`config.mk`:
```
export PLATFORM = sky130hd
export DESIGN_NAME = issue_group_rollback
export DESIGN_NICKNAME = d
export VERILOG_FILES = /design/src/rtl/issue_group_pkg.sv /design/src/rtl/issue_group_control.sv /design/src/rtl/issue_group_datapath.sv /design/src/rtl/issue_group_rollback.sv
export SDC_FILE = /design/constraint.sdc
export NUM_CORES = 1
export LEC_CHECK = 0
export BUFFER_PORTS_ARGS = -buffer_cell sky130_fd_sc_hd__buf_2
export CAP_MARGIN = 20
export CORE_ASPECT_RATIO = 1.25
export CORE_MARGIN = 2
export CORE_UTILIZATION = 50
export DETAILED_ROUTE_END_ITERATION = 16
export PLACE_DENSITY_LB_ADDON = 0.25
export SLEW_MARGIN = 25
export SYNTH_ARGS = -nofsm -noshare
export SYNTH_HDL_FRONTEND = slang
export SYNTH_SLANG_ARGS = --single-unit
```
`constraint.sdc`:
```
create_clock -name clk -period 3.9 [get_ports clk]
set_input_delay 0.195 -clock clk [delete_from_list [all_inputs] [get_ports clk]]
set_output_delay 0.195 -clock clk [all_outputs]
set_load 0.005 [all_outputs]
```
`src/rtl/issue_group_pkg.sv`:
```
package issue_group_pkg;
  localparam int unsigned LANES  = 3;
  localparam int unsigned XLEN   = 32;
  localparam int unsigned REG_AW = 5;
  localparam int unsigned CNT_W  = (LANES > 2) ? $clog2(LANES) : 1;

  typedef struct packed {
    logic              valid;
    logic [XLEN-1:0]   pc;
    logic [REG_AW-1:0] rd;
    logic [REG_AW-1:0] rs1;
    logic [REG_AW-1:0] rs2;
  } slot_t;

  // strobes from control to datapath
  typedef struct packed {
    logic [LANES-1:0] issueMask;
    logic [CNT_W-1:0] holdCnt;
    logic             flush;
  } strobe_t;
endpackage

```
`src/rtl/issue_group_control.sv`:
```
module issue_group_control
  import issue_group_pkg::*;
(
  input  logic    flush,
  input  slot_t   groupSlots [LANES],
  output strobe_t strobes
);
  logic [LANES-1:0] slotDep;
  logic [CNT_W:0]   cut;

  genvar y, o;
  generate
    for (y = 0; y < LANES; y++) begin : g_young
      logic [LANES-1:0] hit;
      for (o = 0; o < LANES; o++) begin : g_old
        if (o < y) begin : g_chk
          assign hit[o] = groupSlots[o].valid && (groupSlots[o].rd != '0) &&
                          ((groupSlots[o].rd == groupSlots[y].rs1) ||
                           (groupSlots[o].rd == groupSlots[y].rs2));
        end else begin : g_none
          assign hit[o] = 1'b0;
        end
      end
      assign slotDep[y] = groupSlots[y].valid && (|hit);
    end
  endgenerate

  // lowest dependent slot (slot 0 excluded) marks the cut
  always_comb begin
    cut = (CNT_W+1)'(LANES);
    for (int i = LANES - 1; i >= 1; i--) begin
      if (slotDep[i]) cut = (CNT_W+1)'(i);
    end
  end

  always_comb begin
    strobes = '0;
    for (int i = 0; i < LANES; i++) begin
      strobes.issueMask[i] = ((CNT_W+1)'(i) < cut);
    end
    strobes.holdCnt = CNT_W'((CNT_W+1)'(LANES) - cut);
    strobes.flush   = flush;
  end
endmodule

```
`src/rtl/issue_group_datapath.sv`:
```
module issue_group_datapath
  import issue_group_pkg::*;
(
  input  logic             clk,
  input  logic             rst_n,
  input  slot_t            fetchSlots [LANES],
  input  strobe_t          strobes,
  output slot_t            groupSlots [LANES],
  output slot_t            issueSlots [LANES],
  output logic [CNT_W-1:0] heldCnt
);
  slot_t heldBuf [LANES];

  // buffered tail first, then fetch slots from 0 upward
  always_comb begin
    for (int i = 0; i < LANES; i++) begin
      if (i < int'(heldCnt)) groupSlots[i] = heldBuf[i];
      else                   groupSlots[i] = fetchSlots[i - int'(heldCnt)];
    end
  end

  always_ff @(posedge clk or negedge rst_n) begin
    if (!rst_n) begin
      heldCnt <= '0;
      for (int i = 0; i < LANES; i++) begin
        heldBuf[i]    <= '0;
        issueSlots[i] <= '0;
      end
    end else begin
      for (int i = 0; i < LANES; i++) begin
        issueSlots[i]       <= groupSlots[i];
        issueSlots[i].valid <= groupSlots[i].valid & strobes.issueMask[i] & ~strobes.flush;
        if (i < int'(strobes.holdCnt))
          heldBuf[i] <= groupSlots[LANES - int'(strobes.holdCnt) + i];
      end
      heldCnt <= strobes.flush ? '0 : strobes.holdCnt;
    end
  end
endmodule

```
`src/rtl/issue_group_rollback.sv`:
```
module issue_group_rollback
  import issue_group_pkg::*;
(
  input  logic                    clk,
  input  logic                    rst_n,
  input  logic                    flush,
  input  logic [LANES-1:0]        fetchValid,
  input  logic [LANES*XLEN-1:0]   fetchPc,
  input  logic [LANES*REG_AW-1:0] fetchRd,
  input  logic [LANES*REG_AW-1:0] fetchRs1,
  input  logic [LANES*REG_AW-1:0] fetchRs2,
  output logic [LANES-1:0]        issueValid,
  output logic [LANES*XLEN-1:0]   issuePc,
  output logic [LANES*REG_AW-1:0] issueRd,
  output logic [LANES*REG_AW-1:0] issueRs1,
  output logic [LANES*REG_AW-1:0] issueRs2,
  output logic [CNT_W-1:0]        rollbackCnt
);
  slot_t   fetchSlots [LANES];
  slot_t   groupSlots [LANES];
  slot_t   issueSlots [LANES];
  strobe_t strobes;

  genvar i;
  generate
    for (i = 0; i < LANES; i++) begin : g_lane
      assign fetchSlots[i].valid = fetchValid[i];
      assign fetchSlots[i].pc    = fetchPc[i*XLEN +: XLEN];
      assign fetchSlots[i].rd    = fetchRd[i*REG_AW +: REG_AW];
      assign fetchSlots[i].rs1   = fetchRs1[i*REG_AW +: REG_AW];
      assign fetchSlots[i].rs2   = fetchRs2[i*REG_AW +: REG_AW];
      assign issueValid[i]               = issueSlots[i].valid;
      assign issuePc[i*XLEN +: XLEN]     = issueSlots[i].pc;
      assign issueRd[i*REG_AW +: REG_AW]  = issueSlots[i].rd;
      assign issueRs1[i*REG_AW +: REG_AW] = issueSlots[i].rs1;
      assign issueRs2[i*REG_AW +: REG_AW] = issueSlots[i].rs2;
    end
  endgenerate

  issue_group_control u_ctrl (
    .flush      (flush),
    .groupSlots (groupSlots),
    .strobes    (strobes)
  );

  issue_group_datapath u_dp (
    .clk        (clk),
    .rst_n      (rst_n),
    .fetchSlots (fetchSlots),
    .strobes    (strobes),
    .groupSlots (groupSlots),
    .issueSlots (issueSlots),
    .heldCnt    (rollbackCnt)
  );
endmodule

```
# Word level (Yosys, flattened, before mapping)
# Index checks and enable logic that the tools add are counted.
# totals
ff_bits	290
in_bits	147
word_cells	109
# op_classes
add_sub_neg	7
magnitude_cmp	15
eq_ne	6
n_mux	24
bitwise	13
n_reduce_logical	13
# op_table
cell	n
$mux W48	15
$bmux W48 S2	6
$ge A33 B3 Y1 const B	3
$not A32 Y33	3
$ge A32 B3 Y1 const B	3
$not A32 Y32	3
$add A32 B1 Y32 const B	1
$add A32 B2 Y32 const B	1
$eq A5 B5 Y1	6
$reduce_bool A5 Y1	2
$lt A1 B2 Y1 const A	4
$logic_and A1 B1 Y1	7
$and A1 B1 Y1	6
$lt A1 B3 Y1 const A	2
$sub A1 B2 Y3 const A	2
$sub A2 B2 Y3 const A	2
$lt A2 B2 Y1 const A	2
$mux W2	2
$logic_or A1 B1 Y1	3
$lt A2 B3 Y1 const A	1
$reduce_or A2 Y1	1
$sub A2 B2 Y2 const A	1
$mux W1	1
$not A1 Y1	1

# Depth between registers and ports, before layout
# logic_depth
depth_word	20
ltp_mapped	21
ltp_nobuf	11

# Cells and area by module
# Synthesis repeated with hierarchy kept, for this count alone.
# hier_totals
cells_unflattened	1443
area_unflattened_um2	15909.0
# by_module_without_submodules
mod	instances	cells_each	area_each_um2
issue_group_datapath	1	1381	15461.1
issue_group_control	1	62	447.9

# Worst setup path after synthesis
# OpenSTA, ideal clock, no wires.
# synth_timing
path_type	reg-to-reg
startpoint	register u_dp.heldCnt[0]
endpoint	register u_dp.heldBuf[101] in the netlist's numbering
arrival_ns	4.020
t_required_ns	3.772
path_slack_ns	-0.248
stages_incl_launch_ff	21
synth_period_minus_slack_ns	4.148
cell_sequence	dfrtp_1 > buf_6 > buf_6 > buf_6 > inv_1 > clkbuf_1 > clkbuf_1 > clkbuf_1 > ha_1 > buf_6 > mux2i_1 > o221ai_2 > xnor2_1 > nand3_1 > or3_4 > a211o_1 > buf_2 > buf_6 > buf_6 > nand4_1 > o211ai_2
# synth_lines
element	line	source
start: declaration	issue_group_datapath.sv:10	output logic [CNT_W-1:0] heldCnt
start signal: assignment	issue_group_datapath.sv:36	heldCnt <= strobes.flush ? '0 : strobes.holdCnt;
end signal: indexed assignment	issue_group_datapath.sv:34	heldBuf[i] <= groupSlots[LANES - int'(strobes.holdCnt) + i];
end: declaration	issue_group_datapath.sv:12	slot_t heldBuf [LANES];

==> flow_summary.ini <==
[run_status]
status = finished clean

[synthesis]
avgSynthCellArea_sq_um = 9.899
synth_top_area_share_pct = 51.92
synth_cell_types = 50
synthAdderAreaFrac_pct = 0.1790
post-synth-top-count-cell = dfrtp_1
syn_area_sq_mm = 0.01398
ys.warnings.count = 0
synthesis.nets = 1561
yosysTopAreaCell = dfrtp_1
synth_area_leaders = dfrtp_1 52%, mux2i_1 7.8%, nand2_1 7.5%
synth_top_family_by_area = simple AND/OR/NAND/NOR gates
synth_compound_area_share_pct = 13.90
synth-xor-area-share_pct = 1.880
synthMuxAreaShare_pct = 9.149
yosysSeqAreaShare_pct = 51.92
async_reset_ff_share_pct = 100.0
synthFlopType = dfrtp_1
ys_ff_latch = 290
synth_simple_gate_area_share_pct = 16.92
synth_edf_count = 0
postSynthCellCount = 1412
synthTopCellsByCount = 290 x dfrtp_1, 279 x nand2_1, 112 x nor2_1

[critical_path]
path_max_fanout = 46
arrival_ns = 4.13
startpoint_type = flip-flop
required_ns = 4.32
endpoint_kind = flip-flop
worstSetupPathType = reg -> reg

[grt]
grt_pass1_wl_um = 60840
antenna_found_initial = 4
grt_pass1_vias = 11330
grt_overflow_total = 0
grt_usage_pct = 25.90
grt_max_degree = 115

[detailed_routing]
wirelength_um = 38700
drc = 0
wl_per_cell_um = 19.11
via_per_inst = 5.652
postRouteAntennaNets = 0
vias = 11450
drt_pass1_iterations = 5
drt_first_iter_violations = 852

[final_layout]
finalNetCount = 1797
final_area_sq_mm = 0.01698
drive_gt1_share_pct = 28.05
finish.utilization_pct = 61.58
syn_to_final_growth_pct = 21.46
fillers = 2306

[power_and_ir_drop]
p_per_area_mw_per_mm2 = 523.8
power_uw = 8891
p_leak_uw = 0.007809
ir_drop_mv = 0.4263

[clock_tree]
cts_tree = yes
cts_buffer_depth = 3
clk_latency_ns = 0.56
cts_sinks = 290
numCtsBuffers = 30
h-tree-depth = 1
clkTransAtPathRegs_ns = 0.06
clock-root-buffer = clkbuf_16

[timing]
setup_violations = 0
fmax_ghz = 0.2695
rsz0062_at_grt = false
fin_tns_setup_ns = 0
relSlewSlack_pct = 40.49
hold_ws_ns = 0.01193
fin_skew_ns = 0.008807
hold_viol_final = 0
finalCriticalPeriod_ns = 3.711
drv_slew = 0
post-route-period-util_pct = 95.14
tightest_slew_ns = 0.8926

[place]
placed_area_sq_mm = 0.01557
portBuffers = 292
post-dp-hpwl_um = 25700
gp_congestion = 0.8628

[floorplanning]
ios = 293
core_sq_mm = 0.02757
die_x_um = 153.5
rows = 68
initial_core_util_pct = 50.70
die_area_sq_mm = 0.02932
chipHeight_um = 190.9

[worst_hold_path]
hp-class = in -> reg

[run]
drv_cap = 0
==> layer usage <==
| layer | global-route usage (%) | routed length [um] |
|---|---|---|
| met5 | 0 | 13 |
| met4 | 9.809 | 1371 |
| met3 | 4.647 | 2744 |
| met2 | 42.68 | 18550 |
| met1 | 34.37 | 16010 |
==> what timing repair did <==
item | CTS | global route
setup endpoints to repair | 0 | 33
setup buffers | 0 | 0
hold buffers | 28 | 0
gates resized for setup | 0 | 1
endpoints found under the hold margin | 140 | 0
==> state kept, by name, indices dropped and copies added, names as in the netlist <==
| name | cells |
|---|---|
| u_dp.issueSlots | 144 |
| u_dp.heldBuf | 144 |
| u_dp.heldCnt | 2 |
==> cell type report <==
type | instances | area [sq um] | area share, %
Antenna cell | 3 | 7.507 | 0.04422
Clock buffer | 45 | 918.4 | 5.410
Inverter | 16 | 60.06 | 0.3538
Multi-Input combinational cell | 946 | 5937 | 34.97
Sequential cell | 290 | 7264 | 42.79
Clock inverter | 11 | 195.2 | 1.150
Tap cell | 350 | 437.9 | 2.580
Timing Repair Buffer | 364 | 2156 | 12.70
==> placed cells by master (no fill, tap or decap), drive strengths merged, types with 3 or more instances in the layout <==
cell type    count
dlygate4sd3     28
a31oi           39
diode            3
o31ai            4
nor4             4
and3            32
o21ai           64
inv             16
nor2           113
nand2b          34
dfrtp          290
clkinv           4
nand4b           6
xor2            10
xnor2           20
mux2            13
o211ai          42
o31a            31
clkbuf          45
o21a            12
buf            336
o221ai          18
bufinv           5
mux2i          112
nand2          279
a21oi           39
nand3           11
o22ai            4
nor3             6
nand4           41
==> logic make-up (layout without fill, tap and decap cells) <==
| group | after synthesis | count (layout) |
|---|---|---|
| simple gates | 529 | 529 |
| flops | 290 | 290 |
| compound gates | 260 | 260 |
| buf+inv | 176 | 436 |
| mux | 125 | 125 |
| xor+xnor | 30 | 30 |
| fa+ha+maj | 2 | 2 |
| other cells | 0 | 3 |
==> power breakdown <==
group,switching [uW],internal (uW)
Combinational,966,779
Clock,1220,1960
Sequential,336,3640
==> stage by stage <==
stage / worst slack (ns) / cells
finish: 0.1894 / 2025
global route: 0.01681 / 2023
CTS: 0.08077 / 2022
detailed placement: 0.09650 / 1938
global placement: 0.1451 / 1937
floorplan: 0.01903 / 1412
==> worst paths after layout <==
check                                 start                    to  slack (ns)  depth (start not counted)
max reg2reg                 u_dp.heldCnt[1]     u_dp.heldBuf[118]        0.19                         13
min in group asynchronous             rst_n  u_dp.issueSlots[100]        0.32                          2
max                         u_dp.heldCnt[1]     u_dp.heldBuf[118]        0.19                         13
min reg2reg                u_dp.heldBuf[21]      u_dp.heldBuf[21]        0.37                          0
max in group asynchronous             rst_n     u_dp.heldBuf[118]        2.43                          3
min                             fetchPc[86]  u_dp.issueSlots[133]        0.01                          3
==> worst max-delay path, cell delays in order, from the launching register on <==
cell and delay (ns):
dfrtp_4 0.43, clkinv_1 0.12, ha_4 0.50, buf_4 0.32
nand4b_1 0.16, o221ai_2 0.09, buf_4 0.19, xnor2_1 0.14
nand3_1 0.09, or3_4 0.43, a211o_4 0.56, buf_4 0.31
nand4_1 0.13, o211ai_2 0.09
(Power assumes the default switching activity.)
